===== config.mk =====
export PLATFORM = sky130hd
export DESIGN_NAME = capture_timer16
export DESIGN_NICKNAME = d
export VERILOG_FILES = /design/src/rtl/ct16_pkg.sv /design/src/rtl/ct16_mc_strobe.sv /design/src/rtl/ct16_fall_sampler.sv /design/src/rtl/ct16_count_core.sv /design/src/rtl/capture_timer16.sv
export SDC_FILE = /design/constraint.sdc
export NUM_CORES = 1
export LEC_CHECK = 0
export BUFFER_PORTS_ARGS = -buffer_cell sky130_fd_sc_hd__buf_2
export CELL_PAD_IN_SITES_DETAIL_PLACEMENT = 0
export CELL_PAD_IN_SITES_GLOBAL_PLACEMENT = 1
export CORE_ASPECT_RATIO = 1.25
export CORE_MARGIN = 1.5
export CORE_UTILIZATION = 35
export DETAILED_ROUTE_END_ITERATION = 8
export GPL_ROUTABILITY_DRIVEN = 0
export HOLD_SLACK_MARGIN = 0.08
export PLACE_DENSITY_LB_ADDON = 0.1
export SETUP_SLACK_MARGIN = 0.02
export SLEW_MARGIN = 20
export SYNTH_ARGS = -nofsm -noshare
export SYNTH_HDL_FRONTEND = slang
export SYNTH_SLANG_ARGS = --single-unit

===== constraint.sdc =====
create_clock -name clk -period 4.16 [get_ports clk]
set_input_delay 0.832 -clock clk [delete_from_list [all_inputs] [get_ports clk]]
set_output_delay 0.832 -clock clk [all_outputs]
set_load 0.005 [all_outputs]

===== src/rtl/ct16_pkg.sv =====
package ct16_pkg;

  localparam int LANE_W  = 8;
  localparam int LANES   = 2;
  localparam int COUNT_W = LANE_W * LANES;

  typedef enum logic [1:0] {
    ADDR_CTRL   = 2'd0,
    ADDR_CNT_LO = 2'd1,
    ADDR_CNT_HI = 2'd2,
    ADDR_RSVD   = 2'd3
  } reg_addr_e;

  // First member is the most significant bit.
  typedef struct packed {
    logic ext_flag;  // bit 7
    logic ovf_flag;  // bit 6
    logic baud_b;    // bit 5
    logic baud_a;    // bit 4
    logic ext_en;    // bit 3
    logic cap_sel;   // bit 2
    logic cnt_sel;   // bit 1
    logic run;       // bit 0
  } ctrl_t;

endpackage


===== src/rtl/ct16_mc_strobe.sv =====
module ct16_mc_strobe #(
  parameter int DIV = 12
) (
  input  logic clk,
  input  logic rst_n,
  output logic tick_o
);

  localparam int CNT_W = (DIV > 2) ? $clog2(DIV) : 1;
  localparam logic [CNT_W-1:0] LAST = CNT_W'(DIV - 1);

  logic [CNT_W-1:0] div_q, div_d;

  assign tick_o = (div_q == LAST);

  always_comb begin
    div_d = div_q + CNT_W'(1);
    if (tick_o) begin
      div_d = '0;
    end
  end

  always_ff @(posedge clk or negedge rst_n) begin
    if (!rst_n) begin
      div_q <= '0;
    end else begin
      div_q <= div_d;
    end
  end

endmodule


===== src/rtl/ct16_fall_sampler.sv =====
module ct16_fall_sampler #(
  parameter int SYNC_STAGES = 2
) (
  input  logic clk,
  input  logic rst_n,
  input  logic tick_i,
  input  logic pin_i,
  output logic fall_o
);

  logic [SYNC_STAGES-1:0] sync_q, sync_d;
  logic smp_new_q, smp_new_d;
  logic smp_old_q, smp_old_d;

  generate
    if (SYNC_STAGES == 1) begin : g_one
      always_comb sync_d = pin_i;
    end else begin : g_chain
      always_comb sync_d = {sync_q[SYNC_STAGES-2:0], pin_i};
    end
  endgenerate

  always_comb begin
    smp_new_d = smp_new_q;
    smp_old_d = smp_old_q;
    if (tick_i) begin
      smp_new_d = sync_q[SYNC_STAGES-1];
      smp_old_d = smp_new_q;
    end
  end

  // Held between strobes: old sample high, newest sample low.
  assign fall_o = smp_old_q & ~smp_new_q;

  always_ff @(posedge clk or negedge rst_n) begin
    if (!rst_n) begin
      sync_q    <= '1;
      smp_new_q <= 1'b1;
      smp_old_q <= 1'b1;
    end else begin
      sync_q    <= sync_d;
      smp_new_q <= smp_new_d;
      smp_old_q <= smp_old_d;
    end
  end

endmodule


===== src/rtl/ct16_count_core.sv =====
module ct16_count_core #(
  parameter int LANE_W = 8,
  parameter int LANES  = 2
) (
  input  logic                      clk,
  input  logic                      rst_n,
  input  logic                      inc_i,
  input  logic [LANES-1:0]          wr_lane_i,
  input  logic [LANE_W-1:0]         wr_data_i,
  output logic [LANE_W*LANES-1:0]   count_o,
  output logic                      wrap_o
);

  localparam logic [LANE_W-1:0] ONES = '1;

  logic             inc_ok;
  logic [LANES:0]   carry;

  // Any software write to the count cancels this cycle's increment.
  assign inc_ok   = inc_i & ~(|wr_lane_i);
  assign carry[0] = inc_ok;

  generate
    for (genvar g = 0; g < LANES; g++) begin : g_lane
      logic [LANE_W-1:0] lane_q, lane_d;

      assign carry[g+1] = carry[g] & (lane_q == ONES);

      always_comb begin
        lane_d = lane_q;
        if (wr_lane_i[g]) begin
          lane_d = wr_data_i;
        end else if (carry[g]) begin
          lane_d = lane_q + LANE_W'(1);
        end
      end

      always_ff @(posedge clk or negedge rst_n) begin
        if (!rst_n) begin
          lane_q <= '0;
        end else begin
          lane_q <= lane_d;
        end
      end

      assign count_o[g*LANE_W +: LANE_W] = lane_q;
    end
  endgenerate

  assign wrap_o = carry[LANES];

endmodule


===== src/rtl/capture_timer16.sv =====
module capture_timer16
  import ct16_pkg::*;
#(
  parameter int OSC_PER_MC  = 12,
  parameter int SYNC_STAGES = 2
) (
  input  logic         clk,
  input  logic         rst_n,
  input  logic         wr_en,
  input  logic [1:0]   wr_addr,
  input  logic [7:0]   wr_data,
  input  logic         cnt_pin,
  input  logic         cap_pin,
  output logic [7:0]   ctrl_o,
  output logic [15:0]  count_o,
  output logic [15:0]  cap_o,
  output logic         irq
);

  // Reset: asynchronous assertion, synchronous release.
  logic [1:0] rst_sync_q;
  logic       rst_int_n;

  always_ff @(posedge clk or negedge rst_n) begin
    if (!rst_n) begin
      rst_sync_q <= 2'b00;
    end else begin
      rst_sync_q <= {rst_sync_q[0], 1'b1};
    end
  end
  assign rst_int_n = rst_sync_q[1];

  logic tick;
  logic cnt_fall;
  logic cap_fall;

  ct16_mc_strobe #(.DIV(OSC_PER_MC)) u_strobe (
    .clk    (clk),
    .rst_n  (rst_int_n),
    .tick_o (tick)
  );

  ct16_fall_sampler #(.SYNC_STAGES(SYNC_STAGES)) u_cnt_smp (
    .clk    (clk),
    .rst_n  (rst_int_n),
    .tick_i (tick),
    .pin_i  (cnt_pin),
    .fall_o (cnt_fall)
  );

  ct16_fall_sampler #(.SYNC_STAGES(SYNC_STAGES)) u_cap_smp (
    .clk    (clk),
    .rst_n  (rst_int_n),
    .tick_i (tick),
    .pin_i  (cap_pin),
    .fall_o (cap_fall)
  );

  ctrl_t              ctrl_q, ctrl_d;
  logic [COUNT_W-1:0] cap_q, cap_d;
  logic [COUNT_W-1:0] count;
  logic [LANES-1:0]   wr_lane;
  logic               wr_ctrl;
  logic               cap_mode;
  logic               counting;
  logic               inc;
  logic               wrap;
  logic               cap_evt;

  assign wr_ctrl    = wr_en & (reg_addr_e'(wr_addr) == ADDR_CTRL);
  assign wr_lane[0] = wr_en & (reg_addr_e'(wr_addr) == ADDR_CNT_LO);
  assign wr_lane[1] = wr_en & (reg_addr_e'(wr_addr) == ADDR_CNT_HI);

  assign cap_mode = ctrl_q.cap_sel & ~ctrl_q.baud_a & ~ctrl_q.baud_b;
  assign counting = ctrl_q.run & cap_mode;
  assign inc      = tick & counting & (ctrl_q.cnt_sel ? cnt_fall : 1'b1);
  assign cap_evt  = tick & cap_fall & cap_mode & ctrl_q.ext_en;

  ct16_count_core #(.LANE_W(LANE_W), .LANES(LANES)) u_core (
    .clk       (clk),
    .rst_n     (rst_int_n),
    .inc_i     (inc),
    .wr_lane_i (wr_lane),
    .wr_data_i (wr_data),
    .count_o   (count),
    .wrap_o    (wrap)
  );

  always_comb begin
    ctrl_d = ctrl_q;
    if (wr_ctrl) begin
      ctrl_d = ctrl_t'(wr_data);
    end
    // A hardware event wins over a software clear in the same clock.
    if (wrap) begin
      ctrl_d.ovf_flag = 1'b1;
    end
    if (cap_evt) begin
      ctrl_d.ext_flag = 1'b1;
    end
  end

  always_comb begin
    cap_d = cap_q;
    if (cap_evt) begin
      cap_d = count;
    end
  end

  always_ff @(posedge clk or negedge rst_int_n) begin
    if (!rst_int_n) begin
      ctrl_q <= '0;
      cap_q  <= '0;
    end else begin
      ctrl_q <= ctrl_d;
      cap_q  <= cap_d;
    end
  end

  assign ctrl_o  = ctrl_q;
  assign count_o = count;
  assign cap_o   = cap_q;
  assign irq     = ctrl_q.ovf_flag | ctrl_q.ext_flag;

endmodule


# After elaboration in Yosys (flattened, before gate mapping)
# Cells that the tools add are included.
# totals
register_bits	54
inputBits	15
out_inout_bits	41
word_cells	64
# classes
addsub	3
eq_ne	5
n_mux	9
bitwise_logic	22
reduce_logical	6
# op_table
cell	count
two-way mux 8 bit	5
adder 8 x 1 -> 8 bit, second input constant	2
AND 1 bit	16
== test 8 bit, second input constant	2
nonzero test 2 bit	4
NOT 1 bit	5
adder 4 x 1 -> 4 bit, second input constant	1
== test 4 bit, second input constant	1
two-way mux 4 bit	1
two-way mux 1 bit	3
== test 2 x 1 -> 1 bit, second input constant	1
== test 2 bit, second input constant	1
zero test 2 bit	1
OR reduction 2 bit	1
bitwise OR 1 bit	1

# Longest topological paths before layout
# Gate-level depths: netlist of the first run.
# logic_depth
depth_word	10
mapped_depth	7
mapped_depth_nobuf	6

# By module
# From an unflattened synthesis of the first run, not the netlist that was laid out.
# unflattened
hier_cells	187
hier_area_um2	2444.8
# by_module_without_submodules
module	n_inst	cells_per_inst	area_each_um2	seq_area_each_um2
capture_timer16	1	63	1069.8	650.6
ct16_count_core	1	96	927.1	400.4
ct16_fall_sampler	2	7	133.9	105.1
ct16_mc_strobe	1	14	180.2	100.1

# Worst setup path before layout of the first run
# Ideal clock, no wire load.
# synth_path
path_kind	input port to flip-flop
from	in wr_addr[1]
to	reg u_core.g_lane[1].lane_q[0]
setup_ns	0.123
arrival_time_ns	2.021
required_time_ns	4.037
path_slack_ns	2.016
stages	6
path_buffers	1
cell_sequence	nand3b_1 > nor3b_1 > nand3_1 > clkbuf_1 > nand2_1 > o221a_2
# synth_via
elab_chain_cells	7
word_cells_on_any_way	10
cone_classes	eq/ne: 2; mux: 1; bitwise: 5; reduce/logical: 2
# synth_rtl
element	line_no	text
start: declaration	capture_timer16.sv:10	input logic [1:0] wr_addr,
== test 2 x 1 -> 1 bit or == test 2 bit (tied branches)	capture_timer16.sv:71, capture_timer16.sv:72	
AND 1 bit, on equally long branches	capture_timer16.sv:71, capture_timer16.sv:72	
OR reduction 2 bit	ct16_count_core.sv:20	assign inc_ok = inc_i & ~(|wr_lane_i);
NOT 1 bit	ct16_count_core.sv:20	
AND 1 bit	ct16_count_core.sv:20	
AND 1 bit	ct16_count_core.sv:27	assign carry[g+1] = carry[g] & (lane_q == ONES);
nonzero test 2 bit (no line)	-	
end signal: assignment	ct16_count_core.sv:42	lane_q <= lane_d;
end: declaration	ct16_count_core.sv:25	logic [LANE_W-1:0] lane_q, lane_d;
# Parallel ways exist; a longest one is shown, timed or not.
# A chain may end at the register's enable or synchronous reset.

# Worst setup path after layout of the first run
# layout_path
from	in wr_addr[0]
to	reg u_core.g_lane[1].lane_q[7]
# The elaborated chain is that of the path after synthesis.

==> results.md, run 1 <==
- Outcome: completed
- Busiest layer in global routing: met2
- Post-DP HPWL: between 3000 and 4000 um
- Wire per inst: 15.8 um
- Hold Path Class: flip-flop to async pin
- Chip height: 96.3 um
- Setup CP Type: input pin to flip-flop
- Setup Viol. Count Final: 0
- Port-buffer cells: 55
- Hold buffers post-CTS: 0
- Total grt overflow: 0
- Syn_nets: 217
- CTS root buf: clkbuf_8
- Final setup TNS: 0 ns
- Max transition margin: 43.2%
- Gr usage total: 15.9%
- Post-Syn Instances: 199
- Post CTS Setup Buffer Count: 0
- Clk sinks: 54
- Top post-synthesis cells by area: dfrtp_1 (47%), dfstp_2 (8.6%), mux2_1 (6.0%)
- Cell total after placement: 334
- Residual DRC count: 0
- TritonCTS clock tree: done
- # nets final: 272
- Pwr per Cell Area: 390 nW/um^2
- Total routed wirelength: 5390 um
- Leading area contributor after synthesis: dfrtp_1
- Leak: 1.40 nW
- Critical Path RT: between 4 and 5 ns
- Final period util: 63.4%
- Detail Route Antenna Nets: 0
- Max Freq: 379 MHz
- Tmin final: 2.64 ns
- RSZ-0062 raised after global routing: no
- Hold Violations, Final: 0
- H-tree depth: 2
- Max Clock Skew: 0.0118 ns
- Cell area after synthesis: between 2000 and 2500 sq um
- Share of the synthesized area in the top cell type: 47.2%
- Worst-case clock buffer depth: 2
- Register bit total from synthesis: 54
- CP Launch Type: input pin
- Fill count: 683
- Final Max Tran Viols: 0
- Drt pass-1 iters: 4
- Initial core utilization: 36.7%
- Skew-Pair Late Insertion Delay: 0.31 ns
- Synth Flop Type: dfrtp_1
- Ys Warns: 0
- Vias: 1,735
- Vias in the first global route: 1,745
- Met3 usage: 2.84%
- Antenna violations before repair: 0
- Slew @ Worst Pin: ~0.85 ns
- GR Util met2: 26.2%
- Worst-path fanout max: 17
- N_diodes: 0
- CTS resizes: 0
- Met1 usage: 20.5%
- Crit path arrival time: roughly 2.9 ns
- Die W: slightly below 80 um
- Util after Layout: a little over two fifths
- Share of cells above drive strength 1: between 30% and 40%
- Number of flops mapped to enable cells by yosys: 0
- Syn-to-layout area delta: 18.1%
- Kind of end point of the critical path: flip-flop
- Max Cap Viol: 0
- Die footprint: 7480 sq um
- Mapped Avg Cell Area: 12.3 sq um
- Initial DRC count: 42
- Row cnt: 33
- Non-Filler Instances: between 300 and 400
- Vias per cell: 5.07
- First-pass GRT wire length: 9030 um
- Num CTS Buffers: 5
- VDD IR max: 0.148 mV
- Seq/Total Area, Yosys: ~56%
- Core area: between 6000 and 7000 sq um
- Clk pin slew, worst setup/hold paths: 0.09 ns
- Netlist cell types: 43
- Largest net degree at the start of global routing: 34
- Async set-reset flop share out of synthesis: 100%
- I/O Pins: 56
## routing by layer
layer,share of wire [%],routed length (um)
met1,46,2460
met3,4.2,224
met2,48,2600
met5,0,0
met4,2.1,112
## cell type report
cell class,instances,area (sq um),area share (%)
Timing Repair Buffer,56,283,9.81
Clock buffer,6,72.6,2.52
Inverter,3,11.3,0.391
Multi-Input combinational cell,134,1030,35.9
Tap cell,87,109,3.78
Sequential cell,54,1360,47.3
Clock inverter,2,10.0,0.347
## critical path: stages
cell and delay (ns):
buf_2 0.12, nand3b_1 0.48, nor3b_1 0.29, nand3_1 0.43, or4_1 0.64, nand4_1 0.08
## Yosys cell counts (4+ instances only)
library cell	count
nor3_1	4
a32oi_1	5
mux2_2	13
a21oi_1	8
nand2_1	12
xnor2_1	7
or3_1	4
nor2_1	11
dfrtp_1	46
nand3_1	17
dfstp_2	8
mux2_1	13
clkbuf_1	5
## sequential cells by signal, indices dropped and copies added (netlist names)
name,cells
cap_o,16
u_core.g_lane.lane_q,16
ctrl_o,8
u_strobe.div_q,4
rst_sync_q,2
u_cap_smp.sync_q,2
u_cnt_smp.sync_q,2
u_cap_smp.smp_new_q,1
u_cap_smp.smp_old_q,1
u_cnt_smp.smp_new_q,1
u_cnt_smp.smp_old_q,1
## final timing paths
check | from | endpoint | slack [ns] | cells past startpoint
max reg2reg | u_strobe.div_q[0]$_DFF_PN0_ | cap_o[9]$_DFFE_PN0P_ | 1.72 | 5
max in group asynchronous | rst_sync_q[1]$_DFF_PN0_ | u_core.g_lane[1].lane_q[1]$_DFFE_PN0P_ | 3.17 | 1
max | wr_addr[0] | u_core.g_lane[1].lane_q[7]$_DFFE_PN0P_ | 1.52 | 6
min reg2reg | rst_sync_q[1]$_DFF_PN0_ | cap_o[10]$_DFFE_PN0P_ | 0.21 | 0
min in group clk | rst_sync_q[0]$_DFF_PN0_ | rst_sync_q[1]$_DFF_PN0_ | 0.36 | 0
min | rst_sync_q[1]$_DFF_PN0_ | cap_o[10]$_DFFE_PN0P_ | 0.21 | 0
## stage by stage
step	hold slack, ns	area, sq um	setup slack (ns)	power, W
floorplan	0.331	2440	2.02	0.000750
global placement	0.213	2800	1.26	0.000848
detailed placement	0.222	2800	1.19	0.000850
CTS	0.225	2880	1.52	0.00115
global route	0.253	2880	1.35	0.00120
finish	0.205	2880	1.52	0.00112
## power breakdown
| part | internal [W] | switching, W | total (W) |
|---|---|---|---|
| Combinational | 0.0000948 | 0.0000921 | 0.000187 |
| Sequential | 0.000580 | 0.0000692 | 0.000650 |
| Clock | 0.000117 | 0.000170 | 0.000287 |
| Total | 0.000793 | 0.000331 | 0.00112 |
## kinds of logic (layout without fill, tap and decap cells)
family | count (synthesis) | count (layout) | share of synthesized area (%)
fa+ha+maj | 3 | 3 | 1.54
mux | 29 | 29 | 13.2
other cells | 1 | 1 | 0.154
compound gates | 22 | 22 | 6.31
xor+xnor | 8 | 8 | 2.87
buf+inv | 11 | 67 | 2.05
flops | 54 | 54 | 55.8
simple gates | 71 | 71 | 18.1
## cells in the final DEF (no fill, tap or decap), types with 2 or more instances in the layout
cell type	count
buf_2	55
dfrtp_1	45
nand3_1	17
mux2_2	13
mux2_1	13
nand2_1	12
nor2_1	11
a21oi_1	8
dfstp_2	8
xnor2_1	7
a32oi_1	5
clkbuf_8	5
nor3_1	4
or3_1	4
or2_2	3
nand3b_1	3
inv_1	3
nand4_1	3
mux2i_1	3
ha_1	3
nor2b_1	2
o21ai_0	2
o211ai_1	2
clkinv_2	2
No activity file was read; power rests on OpenSTA's default activity.
==> inputs of run 2 (changes only) <==
--- a/config.mk
+++ b/config.mk
@@ -5,6 +5,7 @@
 export SDC_FILE = /design/constraint.sdc
 export NUM_CORES = 1
 export LEC_CHECK = 0
+export ABC_AREA = 1
 export BUFFER_PORTS_ARGS = -buffer_cell sky130_fd_sc_hd__buf_2
 export CELL_PAD_IN_SITES_DETAIL_PLACEMENT = 0
 export CELL_PAD_IN_SITES_GLOBAL_PLACEMENT = 1
==> constraint.sdc (replaced) <==
create_clock -name clk -period 2.8 [get_ports clk]
set_input_delay 0.56 -clock clk [delete_from_list [all_inputs] [get_ports clk]]
set_output_delay 0.56 -clock clk [all_outputs]
set_load 0.005 [all_outputs]
==> run 2 against run 1 <==
- clock power rose by 83%
- final cell count rose by 32%
- synthesized cell count rose by 51%
- setup slack got worse by 0.66 ns
- area after synthesis rose by 9.1%
==> results.md, run 2 <==
- Outcome: completed
- Mapped Avg Cell Area: 8.88 sq um (-28%)
- Async set-reset flop share out of synthesis: 100% (unchanged)
- Fill count: 771 (+13%)
- Syn-to-layout area delta: 17.8%
- Tmin final: 1.94 ns
- I/O Pins: 56 (unchanged)
- Residual DRC count: 0 (unchanged)
- VDD IR max: 0.243 mV (+64%)
- Switching share of power: 31.1% (+1.7 points)
- Share of the synthesized area in the top cell type: 43.2% (-3.9 points)
- Share of cells above drive strength 1: 33.1% (-4.5 points)
- Most numerous cell in the Yosys netlist: nand2_1
- Worst-case clock buffer depth: 2 (unchanged)
- Vias per cell: 4.66 (-8.1%)
- Max Cap Viol: 0 (unchanged)
- Storage element area: 1370 sq um (+0.18%)
- Post CTS Setup Buffer Count: 0 (unchanged)
- Post-Syn Instances: 300 (+51%)
- Post-DP HPWL: 4350 um (+14%)
- Drt pass-1 iters: 4 (unchanged)
- Hold Violations, Final: 0 (unchanged)
- Setup CP Type: flip-flop to flip-flop
- Core area: 7360 sq um (+11%)
- Max Clock Skew: 0.00923 ns (-0.00257 ns)
- Total routed wirelength: 5980 um (+11%)
- Setup Viol. Count Final: 0 (unchanged)
- Vias: 2,102 (+21%)
- Synth Flop Type: dfrtp_1
- Die W: 81.0 um (+4.3%)
- Leak: 1.65 nW (+18%)
- Power Total: 0.00187 W (+67%)
- CTS root buf: clkbuf_8
- Ys Warns: 0 (unchanged)
- Total grt overflow: 0 (unchanged)
- Seq pwr share: 53.1% (-4.7 points)
- Top cells by count, synth: nand2_1 (81), dfrtp_1 (46), nand3_1 (39), inv_1 (32), o21ai_2 (16)
- Wire per inst: 13.3 um (-16%)
- Max transition margin: 54.1% (+11 points)
- # nets final: 376 (+38%)
- Antenna violations before repair: 0 (unchanged)
- Kind of end point of the critical path: flip-flop
- RSZ-0062 raised after global routing: no
- Seq/Total Area, Yosys: 51.1% (-4.7 points)
- Slew @ Worst Pin: 0.688 ns (-0.160 ns)
- Final Max Tran Viols: 0 (unchanged)
- First-pass GRT wire length: 10,100 um (+12%)
- Worst-path fanout max: 33 (+16)
- Sw Pwr: 0.000582 W (+76%)
- Initial DRC count: 87 (+110%)
- Clk pin slew, worst setup/hold paths: 0.10 ns (about the same)
- Number of flops mapped to enable cells by yosys: 0 (unchanged)
- Pwr per Cell Area: 597 nW/um^2 (+53%)
- Num CTS Buffers: 5 (unchanged)
- Register bit total from synthesis: 54 (unchanged)
- Hold Path Class: input pin to flip-flop
- Internal Power: 0.00129 W (+63%)
- Top post-synthesis cells by area: dfrtp_1 (43%), nand2_1 (11%), dfstp_2 (7.9%)
- Crit path arrival time: 2.12 ns (-0.76 ns)
- TritonCTS clock tree: done
- Skew-Pair Late Insertion Delay: 0.31 ns (about the same)
- Critical Path RT: 2.98 ns (-1.42 ns)
- Initial core utilization: 36.2% (-0.51 points)
- Clk sinks: 54 (unchanged)
- Gr usage total: 16.3% (+0.41 points)
- Cell area after synthesis: 2660 sq um (+9.1%)
- N_diodes: 0 (unchanged)
- Syn_nets: 318 (+47%)
- H-tree depth: 2 (unchanged)
- Final setup TNS: 0 ns (unchanged)
- Commonest non-fill, non-tap cell in the layout: nand2_1
- Clock share of power: 28.0% (+2.4 points)
- Die footprint: 8140 sq um (+8.8%)
- Most frequent cells in the layout: nand2_1 (81), buf_2 (55), dfrtp_1 (45)
- Max Freq: 516 MHz
- Port-buffer cells: 55 (unchanged)
- Row cnt: 35 (+6.1%)
- Final period util: 69.2%
- Netlist cell types: 29 (-33%)
- Detail Route Antenna Nets: 0 (unchanged)
- Largest net degree at the start of global routing: 47 (+38%)
- Vias in the first global route: 2,024 (+16%)
- Chip height: 101 um (+4.3%)
- Leading area contributor after synthesis: dfrtp_1
- Comb pwr share: 18.8% (+2.2 points)
- Area of the multi-input gates: 1110 sq um (+7.6%)
- CP Launch Type: flip-flop
[run 2: cell count changes after synthesis, sizes merged, moves of 4 or more]
| cell | previous run | this run |
|---|---|---|
| a21oi | 8 | 2 |
| a32oi | 5 | 0 |
| buf | 3 | 7 |
| clkbuf | 5 | 0 |
| inv | 3 | 36 |
| mux2 | 26 | 1 |
| nand2 | 12 | 97 |
| nand3 | 17 | 42 |
| nand3b | 4 | 0 |
| o21ai | 2 | 35 |
| or3 | 4 | 0 |
| xnor2 | 7 | 1 |
| xor2 | 1 | 5 |
[run 2: final cells by class]
type / instances / share of cell area, %
inverters: 36 / 4.31
flip-flops and latches: 54 / 43.5
repair buffers: 58 / 9.57
well taps: 92 / 3.67
clock buffers: 5 / 2.19
multi-input cells: 203 / 35.5
clock inverters: 3 / 1.28
[run 2: layer usage]
metal	vias up	routed length, um	track usage, %
met4	0	79	5.17
met2	41	2870	26.9
met3	6	229	2.90
li1	1070	-	-
met5	-	0	0
met1	985	2800	21.5
[run 2: kinds of logic (layout without fill, tap and decap cells)]
group,after synthesis,after routing,synth area share (%)
DFF,54,54,51.1
adders and majority gates,3,3,1.41
xor gates and xnor gates,6,6,1.97
other,1,1,0.141
buffers and inverters,43,102,7.10
muxes,1,1,0.423
and+or+nand+nor,155,155,28.6
AOI/OAI and AO/OA,37,37,9.21
[run 2: critical path, stage by stage (launching register included)]
cell,delay [ns]
dfrtp_1,0.39
ha_1,0.24
nand3_4,0.14
nor2_8,0.17
nand4_4,0.53
nand2_1,0.25
o21ai_2,0.07
[run 2: final timing paths]
kind / from / depth (start not counted) / endpoint / slack (ns)
worst min register to register: rst_sync_q[1]$_DFF_PN0_ / 0 / cap_o[9]$_DFFE_PN0P_ / 0.35
worst min-delay path: cap_pin / 1 / u_cap_smp.sync_q[0]$_DFF_PN1_ / 0.33
min in group asynchronous: rst_sync_q[1]$_DFF_PN0_ / 0 / cap_o[9]$_DFFE_PN0P_ / 0.35
worst max-delay path: u_strobe.div_q[0]$_DFF_PN0_ / 6 / cap_o[2]$_DFFE_PN0P_ / 0.86
worst max register to register: u_strobe.div_q[0]$_DFF_PN0_ / 6 / cap_o[2]$_DFFE_PN0P_ / 0.86
max in group asynchronous: rst_sync_q[1]$_DFF_PN0_ / 1 / u_cnt_smp.smp_old_q$_DFFE_PN1N_ / 1.82
[run 2: repair_timing]
item,CTS,global route
hold buffers,1,0
endpoints found under the hold margin,2,0
gates resized for setup,0,0
[run 2: stage by stage]
step / hold slack (ns) / std cells / setup slack [ns] / area (sq um) / utilization [%]
6_report: 0.335 / 451 / 0.863 / 3140 / 42.6
5_1_grt: 0.314 / 451 / 0.669 / 3140 / 42.6
3_5_place_dp: 0.343 / 442 / 0.841 / 3020 / 41.0
2_1_floorplan: 0.264 / 300 / 1.20 / 2660 / -
4_1_cts: 0.319 / 451 / 0.816 / 3130 / 42.6
3_3_place_gp: 0.338 / 442 / 0.898 / 3020 / 41.0
[run 2: power by group through the flow]
stage	logic (W)	clock network [W]	registers (W)
2_1_floorplan	0.000221	0	0.000982
3_3_place_gp	0.000353	0	0.00101
3_5_place_dp	0.000356	0	0.00101
4_1_cts	0.000359	0.000556	0.000998
5_1_grt	0.000411	0.000584	0.00101
6_report	0.000353	0.000525	0.000994
==> inputs of run 3 (changes only) <==
==> constraint.sdc (replaced) <==
create_clock -name clk -period 1.9 [get_ports clk]
set_input_delay 0.38 -clock clk [delete_from_list [all_inputs] [get_ports clk]]
set_output_delay 0.38 -clock clk [all_outputs]
set_load 0.005 [all_outputs]
==> run 3 against run 2 <==
- routed wire length up 3.5%
- via count up 0.38%
- non-clock buffer count up 4
- final cell count up 0.89%
- combinational power up 54%
==> results.md, run 3 (synthesis gave the netlist of run 2 again) <==
- Outcome: completed
- Kind of end point of the critical path: flip-flop
- Vias per cell: 4.64 (-0.50%)
- R2R setup slack: 0.37 ns (-0.49 ns)
- Largest net degree at the start of global routing: 34 (-28%)
- Clk pin slew, worst setup/hold paths: 0.10 ns (about the same)
- Residual DRC count: 0 (unchanged)
- Commonest non-fill, non-tap cell in the layout: nand2_1
- CP max stage cell: dfrtp_1
- Tmin final: 1.53 ns (-0.411 ns)
- Max Cap Viol: 0 (unchanged)
- Die footprint: 8140 sq um (unchanged)
- Crit path cell chain: ha_1 > nand3_4 > nor2_8 > nand4_4 > buf_4 > nand2_2 > o21ai_2
- Chip height: 101 um (unchanged)
- CTS root buf: clkbuf_8
- Gr usage total: 16.7% (+0.41 points)
- # nets final: 380 (+1.1%)
- Hold buffers post-CTS: 1 (unchanged)
- Final period util: 80.3% (+11 points)
- TritonCTS clock tree: done
- Max Freq: 655 MHz (+27%)
- Slowest stage delay, CP: 0.39 ns (-0.14 ns)
- H-tree depth: 2 (unchanged)
- Share of cells above drive strength 1: 33.9% (+0.74 points)
- Setup crit start: u_strobe.div_q[0]$_DFF_PN0_
- Hold Path Class: input pin to flip-flop
- Initial DRC count: 83 (-4.6%)
- CTS resizes: 0 (unchanged)
- Vias: 2,110 (+0.38%)
- Crit path arrival time: 1.74 ns (-0.38 ns)
- Busiest layer in global routing: met2
- First-pass GRT wire length: 10,300 um (+1.4%)
- I/O Pins: 56 (unchanged)
- Vias in the first global route: 2,052 (+1.4%)
- Min-delay src: cnt_pin
- Worst setup path endpoint: cap_o[13]$_DFFE_PN0P_
- Row cnt: 35 (unchanged)
- Die W: 81.0 um (unchanged)
- Met3 usage: 2.81% (-0.090 points)
- Core area: 7360 sq um (unchanged)
- Skew-Pair Late Insertion Delay: 0.31 ns (about the same)
- Critical Path RT: 2.11 ns (-0.87 ns)
- Leak: 1.66 nW (+0.50%)
- Port-buffer cells: 55 (unchanged)
- Detail Route Antenna Nets: 0 (unchanged)
- Clk sinks: 54 (unchanged)
- Worst-case clock buffer depth: 2 (unchanged)
- Initial core utilization: 36.2% (unchanged)
- Most frequent cells in the layout: nand2_1 (81), buf_2 (55), dfrtp_1 (45)
- Total grt overflow: 0 (unchanged)
- Post-DP HPWL: 4660 um (+7.1%)
- Worst-path fanout max: 17 (-48%)
- Total routed wirelength: 6190 um (+3.5%)
- Power Total: 0.00268 W (+43%)
- Syn-to-layout area delta: 18.7%
- Hold Violations, Final: 0 (unchanged)
- Max Clock Skew: 0.00337 ns (-0.00586 ns)
- Drt pass-1 iters: 4 (unchanged)
- RSZ-0062 raised after global routing: no
- Num CTS Buffers: 5 (unchanged)
- Fill count: 753 (-2.3%)
- Met1 usage: 22.7% (+1.3 points)
- Pwr per Cell Area: 848 nW/um^2 (+42%)
- Final setup TNS: 0 ns (unchanged)
- VDD IR max: 0.381 mV (+57%)
- Setup CP Type: flip-flop to flip-flop
- Final Max Tran Viols: 0 (unchanged)
- Reg2reg start: u_strobe.div_q[0]$_DFF_PN0_
- End of the worst register-to-register path: cap_o[13]$_DFFE_PN0P_
- Post CTS Setup Buffer Count: 0 (unchanged)
- Setup Viol. Count Final: 0 (unchanged)
- GR Util met2: 27.1% (+0.26 points)
- Wire per inst: 13.6 um (+2.6%)
- Hold path cells: 1 (unchanged)
- Path depth of the worst reg2reg path: 7 (+1)
- CP Launch Type: flip-flop
- Antenna violations before repair: 0 (unchanged)
- N_diodes: 0 (unchanged)
-- run 3: cell count changes in the layout (fill, tap and decap cells not counted), sizes merged --
cell,delta
clkinvlp,+1
buf,+4
clkinv,-1
bufinv,-1
inv,+1
-- run 3: through the flow --
| step | cell area (sq um) | hold WS (ns) | worst slack [ns] | std cells | util [%] |
|---|---|---|---|---|---|
| floorplan | 2660 | 0.0844 | 0.299 | 300 | - |
| global placement | 3060 | 0.165 | 0.384 | 446 | 41.6 |
| detailed placement | 3060 | 0.169 | 0.371 | 446 | 41.6 |
| CTS | 3160 | 0.144 | 0.357 | 455 | 43.0 |
| global route | 3160 | 0.137 | 0.226 | 455 | 43.0 |
| finish | 3160 | 0.153 | 0.374 | 455 | 43.0 |
-- run 3: per-layer routing --
layer,share of wire (%),up-vias
met1,47,968
li1,-,1082
met4,1.2,0
met3,4.2,7
met2,47,53
met5,0,-
-- run 3: how the worst min path moves through the flow --
stage / end / slack, ns
final: u_cnt_smp.sync_q[0]$_DFF_PN1_ / 0.15
after global routing: u_cap_smp.sync_q[0]$_DFF_PN1_ / 0.14
after CTS: u_cnt_smp.sync_q[0]$_DFF_PN1_ / 0.14
after detailed placement: rst_sync_q[0]$_DFF_PN0_ / 0.17
after global placement: rst_sync_q[0]$_DFF_PN0_ / 0.17
after floorplan: rst_sync_q[0]$_DFF_PN0_ / 0.08
-- run 3: where the power goes --
group | total, W | internal (W) | switching (W)
Combinational | 0.000543 | 0.000238 | 0.000305
Clock | 0.000682 | 0.000267 | 0.000414
Sequential | 0.00146 | 0.00128 | 0.000181
-- run 3: critical path, delay by kind of cell (launching register included) --
family,cells,cell delay [ns]
fa+ha+maj,1,0.23
buf+inv,1,0.23
flops,1,0.39
compound gates,1,0.05
simple gates,4,0.51
-- run 3: area by class of cell --
cell class                      instances  area, sq um  area share, %
Clock buffer                            5         68.8           2.18
Clock inverter                          3         25.0          0.791
Inverter                               36          135           4.27
Multi-Input combinational cell        203         1110           35.2
Sequential cell                        54         1360           43.1
Tap cell                               92          115           3.64
Timing Repair Buffer                   62          343           10.8
